==> src/rtl/bsr_pkg.sv <==
package bsr_pkg;
  typedef enum logic [3:0] {
    OP_NOP = 4'd0,
    OP_LDA = 4'd1,
    OP_STA = 4'd2,
    OP_LDI = 4'd3,
    OP_SHL = 4'd4,
    OP_SHR = 4'd5,
    OP_ROL = 4'd6,
    OP_ROR = 4'd7,
    OP_REV = 4'd8,
    OP_XOR = 4'd9
  } bsr_op_e;
endpackage

==> src/rtl/bsr_regfile.sv <==
module bsr_regfile #(
  parameter int DATA_W   = 8,
  parameter int NUM_REGS = 15,
  parameter int IDX_W    = 4
) (
  input  logic              clk,
  input  logic              rst_n,
  input  logic              wr_en,
  input  logic [IDX_W-1:0]  wr_idx,
  input  logic [DATA_W-1:0] wr_data,
  input  logic [IDX_W-1:0]  rd_idx,
  output logic [DATA_W-1:0] rd_data
);
  logic [DATA_W-1:0] regs_q [NUM_REGS];

  for (genvar g = 0; g < NUM_REGS; g++) begin : g_reg
    logic              hit;
    logic [DATA_W-1:0] cell_q;
    assign hit = wr_en && (wr_idx == IDX_W'(g));
    always_ff @(posedge clk or negedge rst_n) begin
      if (!rst_n)   cell_q <= '0;
      else if (hit) cell_q <= wr_data;
    end
    assign regs_q[g] = cell_q;
  end

  // Indices without a register read as zero
  always_comb begin
    rd_data = '0;
    for (int i = 0; i < NUM_REGS; i++) begin
      if (rd_idx == IDX_W'(i)) rd_data = regs_q[i];
    end
  end
endmodule

==> src/rtl/bsr_barrel.sv <==
module bsr_barrel #(
  parameter int DATA_W = 8,
  parameter int AMT_W  = $clog2(DATA_W)
) (
  input  logic [DATA_W-1:0] data_i,
  input  logic [DATA_W-1:0] amount_i,
  input  logic              right_i,
  input  logic              rotate_i,
  output logic [DATA_W-1:0] shift_o,
  output logic [DATA_W-1:0] rev_o
);
  localparam int STAGES = AMT_W;

  function automatic logic [DATA_W-1:0] flip(input logic [DATA_W-1:0] v);
    logic [DATA_W-1:0] r;
    for (int i = 0; i < DATA_W; i++) r[i] = v[DATA_W-1-i];
    return r;
  endfunction

  logic [DATA_W-1:0] stage [STAGES+1];
  logic              over_range;
  logic [DATA_W-1:0] left_res;

  // Right-hand operations reuse the left network between two reversals
  assign stage[0] = right_i ? flip(data_i) : data_i;

  for (genvar s = 0; s < STAGES; s++) begin : g_stage
    localparam int SH = 1 << s;
    logic [DATA_W-1:0] moved;
    assign moved = rotate_i ? {stage[s][DATA_W-1-SH:0], stage[s][DATA_W-1 -: SH]}
                            : {stage[s][DATA_W-1-SH:0], {SH{1'b0}}};
    assign stage[s+1] = amount_i[s] ? moved : stage[s];
  end

  assign over_range = |amount_i[DATA_W-1:AMT_W];
  assign left_res   = right_i ? flip(stage[STAGES]) : stage[STAGES];
  assign shift_o    = (!rotate_i && over_range) ? '0 : left_res;
  assign rev_o      = flip(data_i);
endmodule

==> src/rtl/bsr_accum_unit.sv <==
module bsr_accum_unit
  import bsr_pkg::*;
#(
  parameter int DATA_W   = 8,
  parameter int NUM_REGS = 15,
  parameter int IDX_W    = $clog2(NUM_REGS + 1)
) (
  input  logic              clk,
  input  logic              rst_n,
  input  logic              op_valid,
  input  logic [3:0]        opcode,
  input  logic [IDX_W-1:0]  reg_idx,
  input  logic [DATA_W-1:0] literal,
  output logic [DATA_W-1:0] acc_o,
  output logic              zero_o
);
  logic [DATA_W-1:0] acc_q, acc_d;
  logic              zero_q, zero_d;
  logic              acc_en;
  logic [DATA_W-1:0] rf_rd, rf_wdata;
  logic              rf_we;
  logic              sh_right, sh_rotate;
  logic [DATA_W-1:0] sh_res, rev_res;
  bsr_op_e           op;

  assign op = bsr_op_e'(opcode);

  bsr_regfile #(.DATA_W(DATA_W), .NUM_REGS(NUM_REGS), .IDX_W(IDX_W)) u_rf (
    .clk(clk), .rst_n(rst_n), .wr_en(rf_we), .wr_idx(reg_idx),
    .wr_data(rf_wdata), .rd_idx(reg_idx), .rd_data(rf_rd)
  );

  assign sh_right  = (op == OP_SHR) || (op == OP_ROR);
  assign sh_rotate = (op == OP_ROL) || (op == OP_ROR);

  bsr_barrel #(.DATA_W(DATA_W)) u_net (
    .data_i(acc_q), .amount_i(rf_rd), .right_i(sh_right),
    .rotate_i(sh_rotate), .shift_o(sh_res), .rev_o(rev_res)
  );

  // Next-state decode
  always_comb begin
    acc_d    = acc_q;
    rf_we    = 1'b0;
    rf_wdata = acc_q;
    if (op_valid) begin
      case (op)
        OP_LDA: acc_d = rf_rd;
        OP_STA: rf_we = 1'b1;
        OP_LDI: begin
          rf_we    = 1'b1;
          rf_wdata = literal;
        end
        OP_SHL, OP_SHR, OP_ROL, OP_ROR: acc_d = sh_res;
        OP_REV: acc_d = rev_res;
        OP_XOR: acc_d = acc_q ^ rf_rd;
        default: acc_d = acc_q;
      endcase
    end
  end

  assign acc_en = op_valid;
  assign zero_d = (acc_d == '0);

  always_ff @(posedge clk or negedge rst_n) begin
    if (!rst_n) begin
      acc_q  <= '0;
      zero_q <= 1'b1;
    end else if (acc_en) begin
      acc_q  <= acc_d;
      zero_q <= zero_d;
    end
  end

  assign acc_o  = acc_q;
  assign zero_o = zero_q;
endmodule

==> config.mk <==
export PLATFORM = sky130hd
export DESIGN_NAME = bsr_accum_unit
export DESIGN_NICKNAME = d
export VERILOG_FILES = /design/src/rtl/bsr_pkg.sv /design/src/rtl/bsr_regfile.sv /design/src/rtl/bsr_barrel.sv /design/src/rtl/bsr_accum_unit.sv
export SDC_FILE = /design/constraint.sdc
export NUM_CORES = 1
export LEC_CHECK = 0
export BUFFER_PORTS_ARGS = -buffer_cell sky130_fd_sc_hd__buf_2
export CAP_MARGIN = 20
export CORE_ASPECT_RATIO = 0.9
export CORE_MARGIN = 2
export CORE_UTILIZATION = 45
export DETAILED_ROUTE_END_ITERATION = 8
export GPL_ROUTABILITY_DRIVEN = 1
export MAX_ROUTING_LAYER = met4
export PLACE_DENSITY = 0.64
export SLEW_MARGIN = 20
export SYNTH_ARGS = -nofsm -noshare
export SYNTH_HDL_FRONTEND = slang
export SYNTH_SLANG_ARGS = --single-unit
==> constraint.sdc <==
create_clock -name clk -period 7.1 [get_ports clk]
set_clock_uncertainty 0.2 [all_clocks]
set_input_delay 1.42 -clock clk [delete_from_list [all_inputs] [get_ports clk]]
set_output_delay 1.42 -clock clk [all_outputs]
set_load 0.01 [all_outputs]
After elaboration in Yosys (flattened, before gate mapping):

Cells that the tools add are included.

* register bits: 129
* input bits: 19

* equality and inequality tests: 23
* multiplexer cells: 30
* bitwise gates (word level): 1
* reduce and logical (&&, ||, !) cells: 24

Operators with widths (count)
* 2-to-1 mux 8 bit: 24
* == test 4 bit (second input constant): 9
* == test 4 x 3 -> 1 bit (second input constant): 8
* case mux 8 bit (4 select lines): 1
* == test 4 x 2 -> 1 bit (second input constant): 4
* logical AND 1 bit: 16
* == test 4 x 1 -> 1 bit (second input constant): 2
* logical NOT 8 bit: 1
* XOR 8 bit: 1
* OR reduction 5 bit: 1
* logical NOT 4 bit: 1
* 2-to-1 mux 4 bit: 1
* OR reduction 4 bit: 1
* 2-to-1 mux 1 bit: 3
* logical OR 1 bit: 2
* 2-to-1 mux 2 bit: 1
* OR reduction 2 bit: 1
* logical NOT 1 bit: 1

Logic depth before layout (Yosys ltp):

* word-level depth: 26
* gate-level depth with buffers: 15
* depth with buffers taken out: 11

Cells and area by module:

From an unflattened synthesis, not the netlist that was laid out.

* cell total of the unflattened synthesis: 654
* area, all modules: 7470.9 um^2

Modules (own cells, without submodules)
* bsr_regfile: instances 1, cells an instance 483, area an instance 5968.2 um^2
* bsr_accum_unit: instances 1, cells an instance 100, area an instance 890.9 um^2
* bsr_barrel: instances 1, cells an instance 71, area an instance 611.8 um^2

Worst setup path after synthesis:

No wires, ideal clock.

* path kind: input -> register
* start: input reg_idx[2]
* end: register zero_q (netlist: zero_o)
* library setup time: 0.089 ns
* arrival time: 4.126 ns
* slack: 2.684 ns
* stages: 14
* cells stage by stage: buf_2 -> nand2b_1 -> a211o_1 -> nand4_1 -> o211a_4 -> a21o_1 -> buf_6 -> buf_6 -> mux2_4 -> a21oi_1 -> a311oi_1 -> a31o_2 -> or4_1 -> o32ai_2

* longest elaborated chain between the ends: 25

Ends and longest elaborated chain
* start: declaration: line bsr_accum_unit.sv:12 `input logic [IDX_W-1:0] reg_idx,`
* logical NOT 4 bit: line bsr_regfile.sv:31 `if (rd_idx == IDX_W'(i)) rd_data = regs_q[i];`
* 2-to-1 mux 8 bit (14 in series): line bsr_regfile.sv:31
* 2-to-1 mux 8 bit *: line bsr_regfile.sv:31
* 2-to-1 mux 8 bit: line bsr_barrel.sv:32 `assign stage[s+1] = amount_i[s] ? moved : stage[s];`
* 2-to-1 mux 2 bit / 2-to-1 mux 8 bit (equally long branches): line bsr_barrel.sv:30, bsr_barrel.sv:32
* 2-to-1 mux 8 bit / 2-to-1 mux 4 bit (equally long branches): line bsr_barrel.sv:32, bsr_barrel.sv:30
* 2-to-1 mux 8 bit: line bsr_barrel.sv:32
* 2-to-1 mux 8 bit: line bsr_barrel.sv:36 `assign left_res = right_i ? flip(stage[STAGES]) : stage[STAGES];`
* 2-to-1 mux 8 bit: line bsr_barrel.sv:37 `assign shift_o = (!rotate_i && over_range) ? '0 : left_res;`
* case mux 8 bit (4 select lines) *: line bsr_accum_unit.sv:47 `case (op)`
* 2-to-1 mux 8 bit *: line bsr_accum_unit.sv:46 `if (op_valid) begin`
* logical NOT 8 bit *: line bsr_accum_unit.sv:63 `assign zero_d = (acc_d == '0);`
* end signal: assignment: line bsr_accum_unit.sv:71 `zero_q <= zero_d;`
* end: declaration: line bsr_accum_unit.sv:18 `logic zero_q, zero_d;`

Every way passes the cells marked *; elsewhere a longest branch is shown, timed or not.
A chain may end at the register's enable or synchronous reset.

Final worst setup path:

* start: input reg_idx[1]
* end: register zero_q (netlist: zero_o)

Same word-level chain as after synthesis.

==> results.md <==
* Status: finished, final reports clean
* Clock buffer count from CTS at 17
* Initial Utilization at 46.0%
* Final hold slack at 0.276 ns
* Tightest Pin Transition at 1.11 ns
* Buffers and inverters on the worst path at 2
* Hold WC Path Type: reg -> reg
* Drt wl/cell at 21.6 um
* 1st-iter DRT viols at 830
* Internal reg-to-reg setup slack at 3.21 ns
* Sequential fraction of the synthesis area at 43.6%
* Mapped cell area at 7410 um2
* CTS tree: done
* Root buf cell: clkbuf_16
* Startpoint types: input port
* Post-synth EDFFs at 0
* Synth Instances at 821
* CP endpoint kind: flip-flop
* Top Family by Delay on Critical Path: compound AO/OA/AOI/OAI gates
* Die Wd at 139 um
* Hold buffer count at cts at 0
* Rows at 44
* DP HPWL at 15.0 mm
* Setup tns final at 0 ns
* Most frequent cells in the layout: 170 x nand2_1, 142 x o21ai_0, 128 x dfrtp_1, 40 x nor2_1, 35 x mux2i_1
* Syn nets at 840
* Final nets at 834
* DR vias at 6294
* Power per standard cell area at 275 nW/um2
* Initial DRT Pass Iterations at 7
* Final period util at 76.1%
* Crit path DAT at 5.55 ns
* Number of global-route vias before repair at 5970
* Layout overhead on the synthesized area at 9.11%
* Max_slew headroom at 24.6%
* RSZ-0062 raised after global routing: no
* Fmax at 185 MHz
* Cts repair resizes at 0
* Initial antenna violation count at 0
* Global-route wire length before repair at 35.4 mm
* Leak at 3.48 nW
* Asr flop ratio synth at 100%
* Worst-path clk slew at 0.06 ns
* Final core occ at 50.1%
* Max incr delay on CP at 0.64 ns
* Crit-path max FO at 40
* GRT overflow at 0
* CP required at 7.25 ns
* H-tree depth at 4
* Largest net degree at the start of global routing at 74
* Cell mode on critical path: mux2i_1
* Clk sinks at 129
* Post-Route WL at 22.4 mm
* Syn Area/Cell at 9.03 um2
* Via/cell ratio at 6.08
* Fin crit period at 5.41 ns
* Antenna viol nets, final at 0
* Post-synth cell types at 90
* Final Wtd Congestion at 0.951
* Diodes inserted at 0
* Slew Limit Fails at 0
* I/O Pins at 28
* Final setup violation count at 0
* Sequence of cells on the critical path: buf_2 -> inv_2 -> a21oi_1 -> nor4_1 -> o2111ai_2 -> a21o_1 -> mux2i_1 -> mux2i_1 -> o221ai_1 -> a31o_1 -> or4_1 -> o32ai_2
* CTS max path bufs at 2
* Ys Warns at 0
* Die ar. at 17500 um2
* Post-CTS Setup Inserts at 0
* CP Class: in -> reg
* DRC viols at 0
* Worst-Skew Late Latency at 0.43 ns
* Port-buffer cells at 27
* Share of layout cells above drive strength 1 at 13.3%
* Main flop type after synthesis: dfrtp_1
* Maximum vdd ir drop at 191 uV
* Filler Cell Count at 1516
* Die Ht at 126 um
* Fin. Hold Viols at 0
* Slowest CP cell: buf_2
* Most common cell after layout, fill and taps aside: nand2_1
* MaxCap Viol Count at 0
* GR Util All Layers at 27.1%
* Seq cells post-synth at 129
* Area of the core region at 16100 um2
-- kinds of logic after synthesis --
kind of cell / count (synthesis) / synth area share [%]
DFF: 129 / 43.6
AOI/OAI and AO/OA: 280 / 24.7
and+or+nand+nor: 282 / 16.9
xor gates and xnor gates: 8 / 0.945
muxes: 52 / 7.90
buffers and inverters: 70 / 6.03
-- worst paths after layout --
path                            depth (start not counted)                startpoint                        to
worst max-delay path                                   12                reg_idx[1]                    zero_o
worst min-delay path                                    2   u_rf.g_reg[6].cell_q[4]   u_rf.g_reg[6].cell_q[4]
worst max register to register                         11  u_rf.g_reg[14].cell_q[0]                    zero_o
worst min register to register                          2   u_rf.g_reg[6].cell_q[4]   u_rf.g_reg[6].cell_q[4]
max in group asynchronous                               2                     rst_n  u_rf.g_reg[12].cell_q[0]
min in group asynchronous                               1                     rst_n   u_rf.g_reg[5].cell_q[6]
-- through the flow --
stage                     power (mW)  setup WS [ns]  area [um2]  instances
after global placement          1.34           1.48        7490       1003
after detailed placement        1.34           1.40        7500       1003
final                           2.22           1.69        8090       1035
after CTS                       2.22           1.84        8080       1035
after floorplan                 1.17           2.68        7410        821
after global routing            2.31           1.50        8090       1035
-- sequential cells by signal, indices dropped and copies added (netlist names) --
| register | cells |
|---|---|
| u_rf.g.cell_q | 120 |
| zero_o | 1 |
| acc_o | 8 |
-- metal layers --
metal	vias to the layer above	wire length, um	global-route usage [%]
met5	-	0	-
met4	0	499	8.32
met2	243	9690	38.1
met3	44	1820	6.65
met1	3062	10300	38.8
li1	2945	-	-
-- tightest hold or removal path, cell delays in order, from the launching register on --
cell and delay, ns:
dfrtp_1 0.34, nand2_1 0.05, o21ai_0 0.06
-- cells in the mapped netlist (6+ instances only) --
cell | n | area share (%)
nand2_1 | 170 | 8.6
o21ai_0 | 142 | 9.6
dfrtp_1 | 128 | 43
nor2_1 | 40 | 2.0
mux2i_1 | 39 | 5.3
a21oi_1 | 26 | 1.8
clkbuf_1 | 24 | 1.2
o22ai_1 | 16 | 1.4
buf_6 | 15 | 2.3
nor3_1 | 15 | 1.0
a211oi_1 | 12 | 1.2
nor2b_1 | 11 | 0.93
a21o_1 | 9 | 0.91
buf_2 | 9 | 0.61
nand2b_1 | 8 | 0.68
and2_1 | 7 | 0.59
xnor2_1 | 7 | 0.83
a22oi_1 | 6 | 0.61
mux2_2 | 6 | 0.91
-- where the power goes --
group / internal (mW) / total (mW) / switching (mW)
combinational: 0.154 / 0.447 / 0.293
sequential: 0.811 / 0.892 / 0.0804
clock: 0.522 / 0.883 / 0.361
-- area by class of cell --
cell class	instances	area (um2)	share of cell area [%]
clock buffers	18	429	5.31
clock inverters	14	155	1.92
inverters	8	30.0	0.371
multi-input cells	622	3770	46.6
flip-flops and latches	129	3230	39.9
well taps	207	259	3.20
repair buffers	37	216	2.68
(Power assumes the default switching activity.)
